==> src/rtl/coh_pkg.sv <==
package coh_pkg;

   typedef enum logic [1:0] {
      LN_I = 2'd0,
      LN_S = 2'd1,
      LN_E = 2'd2,
      LN_M = 2'd3
   } line_st_t;

   typedef enum logic [1:0] {
      BUS_NONE = 2'd0,
      BUS_RD   = 2'd1,
      BUS_RDX  = 2'd2
   } bus_cmd_t;

   typedef struct packed {
      logic     we;
      line_st_t nxt;
   } st_upd_t;

endpackage

==> src/rtl/coh_cpu_fsm.sv <==
module coh_cpu_fsm
   import coh_pkg::*;
#(
   parameter bit ALLOW_EXCL = 1'b1
) (
   input  logic     req,
   input  logic     wr,
   input  line_st_t cur,
   input  logic     shared_in,
   output bus_cmd_t cmd,
   output st_upd_t  upd
);

   line_st_t fill_st;

   // Variant choice: fill state of a read miss
   generate
      if (ALLOW_EXCL) begin : g_fill_mesi
         assign fill_st = shared_in ? LN_S : LN_E;
      end else begin : g_fill_msi
         assign fill_st = LN_S;
      end
   endgenerate

   always_comb begin
      cmd     = BUS_NONE;
      upd.we  = 1'b0;
      upd.nxt = cur;
      if (req) begin
         if (wr) begin
            unique case (cur)
               LN_M: ;
               LN_E: begin
                  upd.we  = 1'b1;
                  upd.nxt = LN_M;
               end
               default: begin
                  cmd     = BUS_RDX;
                  upd.we  = 1'b1;
                  upd.nxt = LN_M;
               end
            endcase
         end else if (cur == LN_I) begin
            cmd     = BUS_RD;
            upd.we  = 1'b1;
            upd.nxt = fill_st;
         end
      end
   end

endmodule

==> src/rtl/coh_snoop_fsm.sv <==
module coh_snoop_fsm
   import coh_pkg::*;
(
   input  logic     vld,
   input  logic     is_rdx,
   input  line_st_t cur,
   output logic     flush,
   output logic     shared_out,
   output st_upd_t  upd
);

   logic hit;

   assign hit = vld && (cur != LN_I);

   always_comb begin
      flush      = 1'b0;
      shared_out = 1'b0;
      upd.we     = 1'b0;
      upd.nxt    = cur;
      if (hit) begin
         flush      = (cur == LN_M);
         shared_out = !is_rdx;
         upd.we     = 1'b1;
         upd.nxt    = is_rdx ? LN_I : LN_S;
      end
   end

endmodule

==> src/rtl/coh_state_array.sv <==
module coh_state_array
   import coh_pkg::*;
#(
   parameter int LINES = 16,
   parameter int IDX_W = $clog2(LINES)
) (
   input  logic                  clk,
   input  logic                  rst_n,
   input  st_upd_t               cpu_upd,
   input  logic [IDX_W-1:0]      cpu_idx,
   input  st_upd_t               snp_upd,
   input  logic [IDX_W-1:0]      snp_idx,
   output line_st_t [LINES-1:0]  st_all
);

   for (genvar g = 0; g < LINES; g++) begin : g_line
      always_ff @(posedge clk) begin
         if (!rst_n) begin
            st_all[g] <= LN_I;
         end else if (snp_upd.we && snp_idx == IDX_W'(g)) begin
            st_all[g] <= snp_upd.nxt;
         end else if (cpu_upd.we && cpu_idx == IDX_W'(g)) begin
            st_all[g] <= cpu_upd.nxt;
         end
      end
   end

   // the two write ports never name the same line together
   p_port_clash_r11: assert property (@(posedge clk) disable iff (!rst_n)
      (cpu_upd.we && snp_upd.we) |-> (cpu_idx != snp_idx));

endmodule

==> src/rtl/coh_line_ctrl.sv <==
module coh_line_ctrl
   import coh_pkg::*;
#(
   parameter int LINES      = 16,
   parameter bit ALLOW_EXCL = 1'b1,
   localparam int IDX_W     = (LINES > 1) ? $clog2(LINES) : 1
) (
   input  logic             clk,
   input  logic             rst_n,
   input  logic             cpu_req,
   input  logic             cpu_wr,
   input  logic [IDX_W-1:0] cpu_idx,
   input  logic             own_shared_in,
   input  logic             snoop_vld,
   input  logic             snoop_rdx,
   input  logic [IDX_W-1:0] snoop_idx,
   input  logic [IDX_W-1:0] probe_idx,
   output logic [1:0]       bus_cmd,
   output logic             flush_req,
   output logic             shared_rsp,
   output logic [1:0]       probe_state
);

   generate
      if (LINES < 2) begin : g_bad_lines
         $error("coh_line_ctrl: LINES must be at least 2");
      end
      if ((1 << IDX_W) != LINES) begin : g_bad_pow2
         $error("coh_line_ctrl: LINES must be a power of two");
      end
   endgenerate

   line_st_t [LINES-1:0] st_all;
   line_st_t             cpu_cur;
   line_st_t             snp_cur;
   bus_cmd_t             cmd;
   st_upd_t              cpu_upd;
   st_upd_t              snp_upd;

   assign cpu_cur = st_all[cpu_idx];
   assign snp_cur = st_all[snoop_idx];

   coh_cpu_fsm #(.ALLOW_EXCL(ALLOW_EXCL)) u_cpu (
      .req       (cpu_req),
      .wr        (cpu_wr),
      .cur       (cpu_cur),
      .shared_in (own_shared_in),
      .cmd       (cmd),
      .upd       (cpu_upd)
   );

   coh_snoop_fsm u_snp (
      .vld        (snoop_vld),
      .is_rdx     (snoop_rdx),
      .cur        (snp_cur),
      .flush      (flush_req),
      .shared_out (shared_rsp),
      .upd        (snp_upd)
   );

   coh_state_array #(.LINES(LINES), .IDX_W(IDX_W)) u_arr (
      .clk     (clk),
      .rst_n   (rst_n),
      .cpu_upd (cpu_upd),
      .cpu_idx (cpu_idx),
      .snp_upd (snp_upd),
      .snp_idx (snoop_idx),
      .st_all  (st_all)
   );

   assign bus_cmd     = cmd;
   assign probe_state = st_all[probe_idx];

   // a load to an Invalid line goes to the bus as a read
   p_miss_reads_r2: assert property (@(posedge clk) disable iff (!rst_n)
      (cpu_req && !cpu_wr && cpu_cur == LN_I) |-> (bus_cmd == BUS_RD));

   // every store leaves its line Modified
   p_store_owns_r4: assert property (@(posedge clk) disable iff (!rst_n)
      (cpu_req && cpu_wr) |=> (st_all[$past(cpu_idx)] == LN_M));

   // hits on Modified lines stay off the bus
   p_hit_quiet_r6: assert property (@(posedge clk) disable iff (!rst_n)
      (cpu_req && cpu_cur == LN_M) |-> (bus_cmd == BUS_NONE));

   // a flushed line no longer holds dirty data afterwards
   p_flush_cleans_r7: assert property (@(posedge clk) disable iff (!rst_n)
      flush_req |=> (st_all[$past(snoop_idx)] != LN_M));

   // read-for-ownership from another core removes the copy
   p_rdx_kills_r8: assert property (@(posedge clk) disable iff (!rst_n)
      (snoop_vld && snoop_rdx) |=> (st_all[$past(snoop_idx)] == LN_I));

   // the sharer response answers only snooped reads
   p_shared_rsp_r9: assert property (@(posedge clk) disable iff (!rst_n)
      shared_rsp |-> (snoop_vld && !snoop_rdx));

   // nothing answers for a line that is not held
   p_idle_snoop_r10: assert property (@(posedge clk) disable iff (!rst_n)
      (snoop_vld && snp_cur == LN_I) |-> (!flush_req && !shared_rsp));

   generate
      if (!ALLOW_EXCL) begin : g_chk_msi
         // the three-state variant never shows Exclusive
         p_msi_no_excl_r3: assert property (@(posedge clk) disable iff (!rst_n)
            probe_state != LN_E);
      end
   endgenerate

endmodule

==> config.mk <==
export PLATFORM = sky130hd
export DESIGN_NAME = coh_line_ctrl
export DESIGN_NICKNAME = d
export VERILOG_FILES = /design/src/rtl/coh_pkg.sv /design/src/rtl/coh_cpu_fsm.sv /design/src/rtl/coh_snoop_fsm.sv /design/src/rtl/coh_state_array.sv /design/src/rtl/coh_line_ctrl.sv
export SDC_FILE = /design/constraint.sdc
export NUM_CORES = 1
export LEC_CHECK = 0
export BUFFER_PORTS_ARGS = -buffer_cell sky130_fd_sc_hd__buf_2
export CAP_MARGIN = 0
export CORE_MARGIN = 4
export CORE_UTILIZATION = 30
export DETAILED_ROUTE_END_ITERATION = 10
export GPL_TIMING_DRIVEN = 0
export PLACE_DENSITY = 0.47
export SYNTH_ARGS = -nofsm -noshare
export SYNTH_HDL_FRONTEND = slang
export SYNTH_SLANG_ARGS = --single-unit
==> constraint.sdc <==
create_clock -name clk -period 1.9 [get_ports clk]
set_input_delay 0.285 -clock clk [delete_from_list [all_inputs] [get_ports clk]]
set_output_delay 0.285 -clock clk [all_outputs]
set_load 0.05 [all_outputs]
==> run_results.csv <==
group,metric,value,unit
floorplan,die_h,102.9,um
global_routing,grt_pass1_vias,2374,
setup_path,r2r_cells,8,
clock_tree,cts_buffers,5,
placed_design,dp.cells,403,
sta,grt_setup_unrepaired,"yes",
setup_path,endpoint_kind,"primary output",
setup_path,endpoint,"shared_rsp",
global_routing,grt_overflow,0,
sta,skew,0.005248,ns
setup_path,reg2reg_to,"u_arr.st_all[24]",
finish,antenna_cells,0,
global_routing,grt_antenna_before_repair,0,
global_routing,grt_pass1_wl,13850,um
finish,largest_reg_flops,32,
finish,largest_registers,"u_arr.st_all x32",
setup_path,cp_cell_sequence,"mux4_2 > mux2_4 > mux2i_4 > a211oi_4 > buf_6",
setup_path,critPathBufInv,1,
setup_path,reg2reg_from,"u_arr.st_all[30]",
clock_tree,cts-root-buf,"clkbuf_8",
route,drt_iter0_drc,226,
yosys,synth.yosys.warnings,0,
clock_tree,clkLatencyLatePin,0.29,ns
setup_path,worstSetupPathType,"reg2out",
clock_tree,htree_levels,2,
yosys,synth_top_cell_by_area,"dfxtp_1",
placed_design,dpl_worst_slack,-0.4006,ns
setup_path,cp_top_family,"multiplexers",
yosys,synth_area_per_cell,9.657,sq um
floorplan,fp.dieArea,10600,sq um
global_routing,grt_usage,17.32,%
finish,drive_above_1_share,45.31,%
clock_tree,clk_path_buf_depth,2,
finish,finalCoreUtilization,40.52,%
yosys,synth_seq_area_share,23.69,%
run_status,violations,"setup timing",
yosys,synth_mux_area_share,40.31,%
yosys,synth_top_area_share,23.69,%
pwr,p_leak,1.351,nW
route,antenna_left,0,
finish,top_register,"u_arr.st_all",
placed_design,place_area,3073,sq um
setup_path,cp.depth,5,
pwr,p_total,1.729,mW
setup_path,crit_path_start,"u_arr.st_all[29]",
setup_path,cp.arrival,1.92,ns
yosys,syn_nets,299,
global_routing,grt_max_degree,11,
route,via_count,2398,
yosys,ys_ff_latch,32,
sta,hold_viol_final,0,
route,wl_per_cell,20.86,um
placed_design,place.gp.congestion,0.8771,
run_status,status,"finished, violations left",
placed_design,io_buffers,15,
clock_tree,ctsHoldBuffers,0,
floorplan,start_util,30.85,%
clock_tree,cts_tree,"built",
setup_path,max_stage_delay,0.49,ns
setup_path,crit_required,1.62,ns
pwr,power.density,486.9,nW/um^2
sta,maxSlewViolCount,0,
floorplan,io_pins,25,
setup_path,cpMaxStageDelayCell,"mux4_2",
sta,slew_headroom,48.94,%
sta,layout_min_cycle_time,2.209,ns
route,wirelength,8927,um
yosys,synthAdderAreaFrac,0.7867,%
yosys,synth_cell_types,41,
clock_tree,clock-sinks,32,
setup_path,worstPathMaxFanout,4,
yosys,netlist_area,2704,sq um
min_path,min-delay-start,"rst_n",
yosys,syn_inst,280,
route,viasPerCell,5.603,
route,drt_pass1_iterations,4,
sta,post-route-period-util,116.2,%
min_path,hold_depth,3,
route,drcViolationCount,0,
finish,nNetsFinal,338,
yosys,synth_top_family_by_area,"multiplexers",
floorplan,dieWidth,102.9,um
floorplan,core-area,8763,sq um
pwr,peakVddDrop,0.0002616,V
sta,setup-tns-final,-8.144,ns
yosys,synth_ff_type,"dfxtp_1",
sta,setup_viol,38,
min_path,hold_class,"in2reg",
finish,areaGrowthSynthToFinish,31.33,%
yosys,synth_xor_area_share,0,%
yosys,synth_area_leaders,"dfxtp_1 24%, mux4_2 22%, mux2i_1 15%",
clock_tree,clk_pin_slew,0.07,ns
sta,worst_slew_pin_slew,0.7659,ns
setup_path,start_kind,"flip-flop",
finish,final_cells,428,
yosys,yosys.area_share.simple,23.14,%
yosys,synth_compound_area_share,6.664,%
yosys,synth_edf_count,0,
sta,fmax,452.8,MHz
run,cap_violations,0,
sta,setup_slack,-0.3086,ns
setup_path,ff2ff_setup_slack,-0.27,ns
finish,postLayoutCellArea,3551,sq um
floorplan,rows,34,
sta,hold_ws,0.4427,ns
yosys,async_flop_share,0,%
placed_design,hpwlAfterDp,6712,um
## power by group
part | switching, mW | internal [mW]
clock network | 0.275 | 0.289
logic | 0.252 | 0.212
registers | 0.0172 | 0.684
total | 0.543 | 1.19
## routing by layer
layer / up-vias / share of wire [%] / GRT usage, %
li1: 1127 / - / -
met1: 1185 / 44 / 24.26
met2: 77 / 50 / 28.27
met3: 9 / 5.2 / 3.383
met4: 0 / 0.85 / 2.689
met5: - / 0 / 0
## kinds of logic after synthesis
kind of cell | after synthesis
adder cells (fa/ha/maj) | 2
buffers and inverters | 27
multiplexers | 73
AO/OA/AOI/OAI | 27
flip-flops | 32
AND/OR/NAND/NOR | 119
## synth_stat cells (5+ instances only)
cell,instances
mux2i_1,40
dfxtp_1,32
nor2_1,30
nand2_1,28
mux4_2,26
a21oi_1,12
and2_1,9
clkbuf_1,9
nand4_1,9
nor3_1,9
a31oi_1,8
nor2b_1,7
buf_2,6
nor3_2,6
nand2b_1,5
## cell type report
cell class                 instances  area [sq um]
buffer                            23         202.7
clock buffer                       6         82.58
clock inverter                     2         10.01
fill                             858          5213
inverter                           4         15.01
multi-input combinational        221          2138
sequential                        32         668.1
tap                              108         135.1
timing repair buffer              32         299.0
## how the worst min path moves through the flow
stage                                  end  slack, ns
after detailed placement  u_arr.st_all[19]       0.56
after CTS                 u_arr.st_all[29]       0.42
after global placement    u_arr.st_all[27]       0.55
after global routing      u_arr.st_all[29]       0.47
final                     u_arr.st_all[29]       0.44
after floorplan           u_arr.st_all[29]       0.48
## worst min-delay path, stage by stage
cell    delay, ns
buf_2        0.15
inv_1        0.19
nor4_2       0.07
## cell usage in the layout (no fill, tap or decap), drive strengths merged, types with 2 or more instances in the layout
master,instances
nand3,4
a31oi,8
inv,4
nor2b,7
clkinv,2
dfxtp,32
nor3,15
and2,9
mux2,4
maj3,2
nand2b,5
a21oi,12
nand4,9
mux2i,43
mux4,26
nor4,5
nand2,28
buf,45
nand4b,2
nor2,30
clkbuf,16
## what timing repair did
| item | CTS | global route |
|---|---|---|
| cloned | 1 | 2 |
| endpoints found under the hold margin | 0 | 0 |
| setup endpoints to repair | 38 | 38 |
| setup buffers | 10 | 4 |
| resized for setup | 40 | 33 |
| pin swaps | 2 | 6 |
No activity file was read; power rests on OpenSTA's default activity.
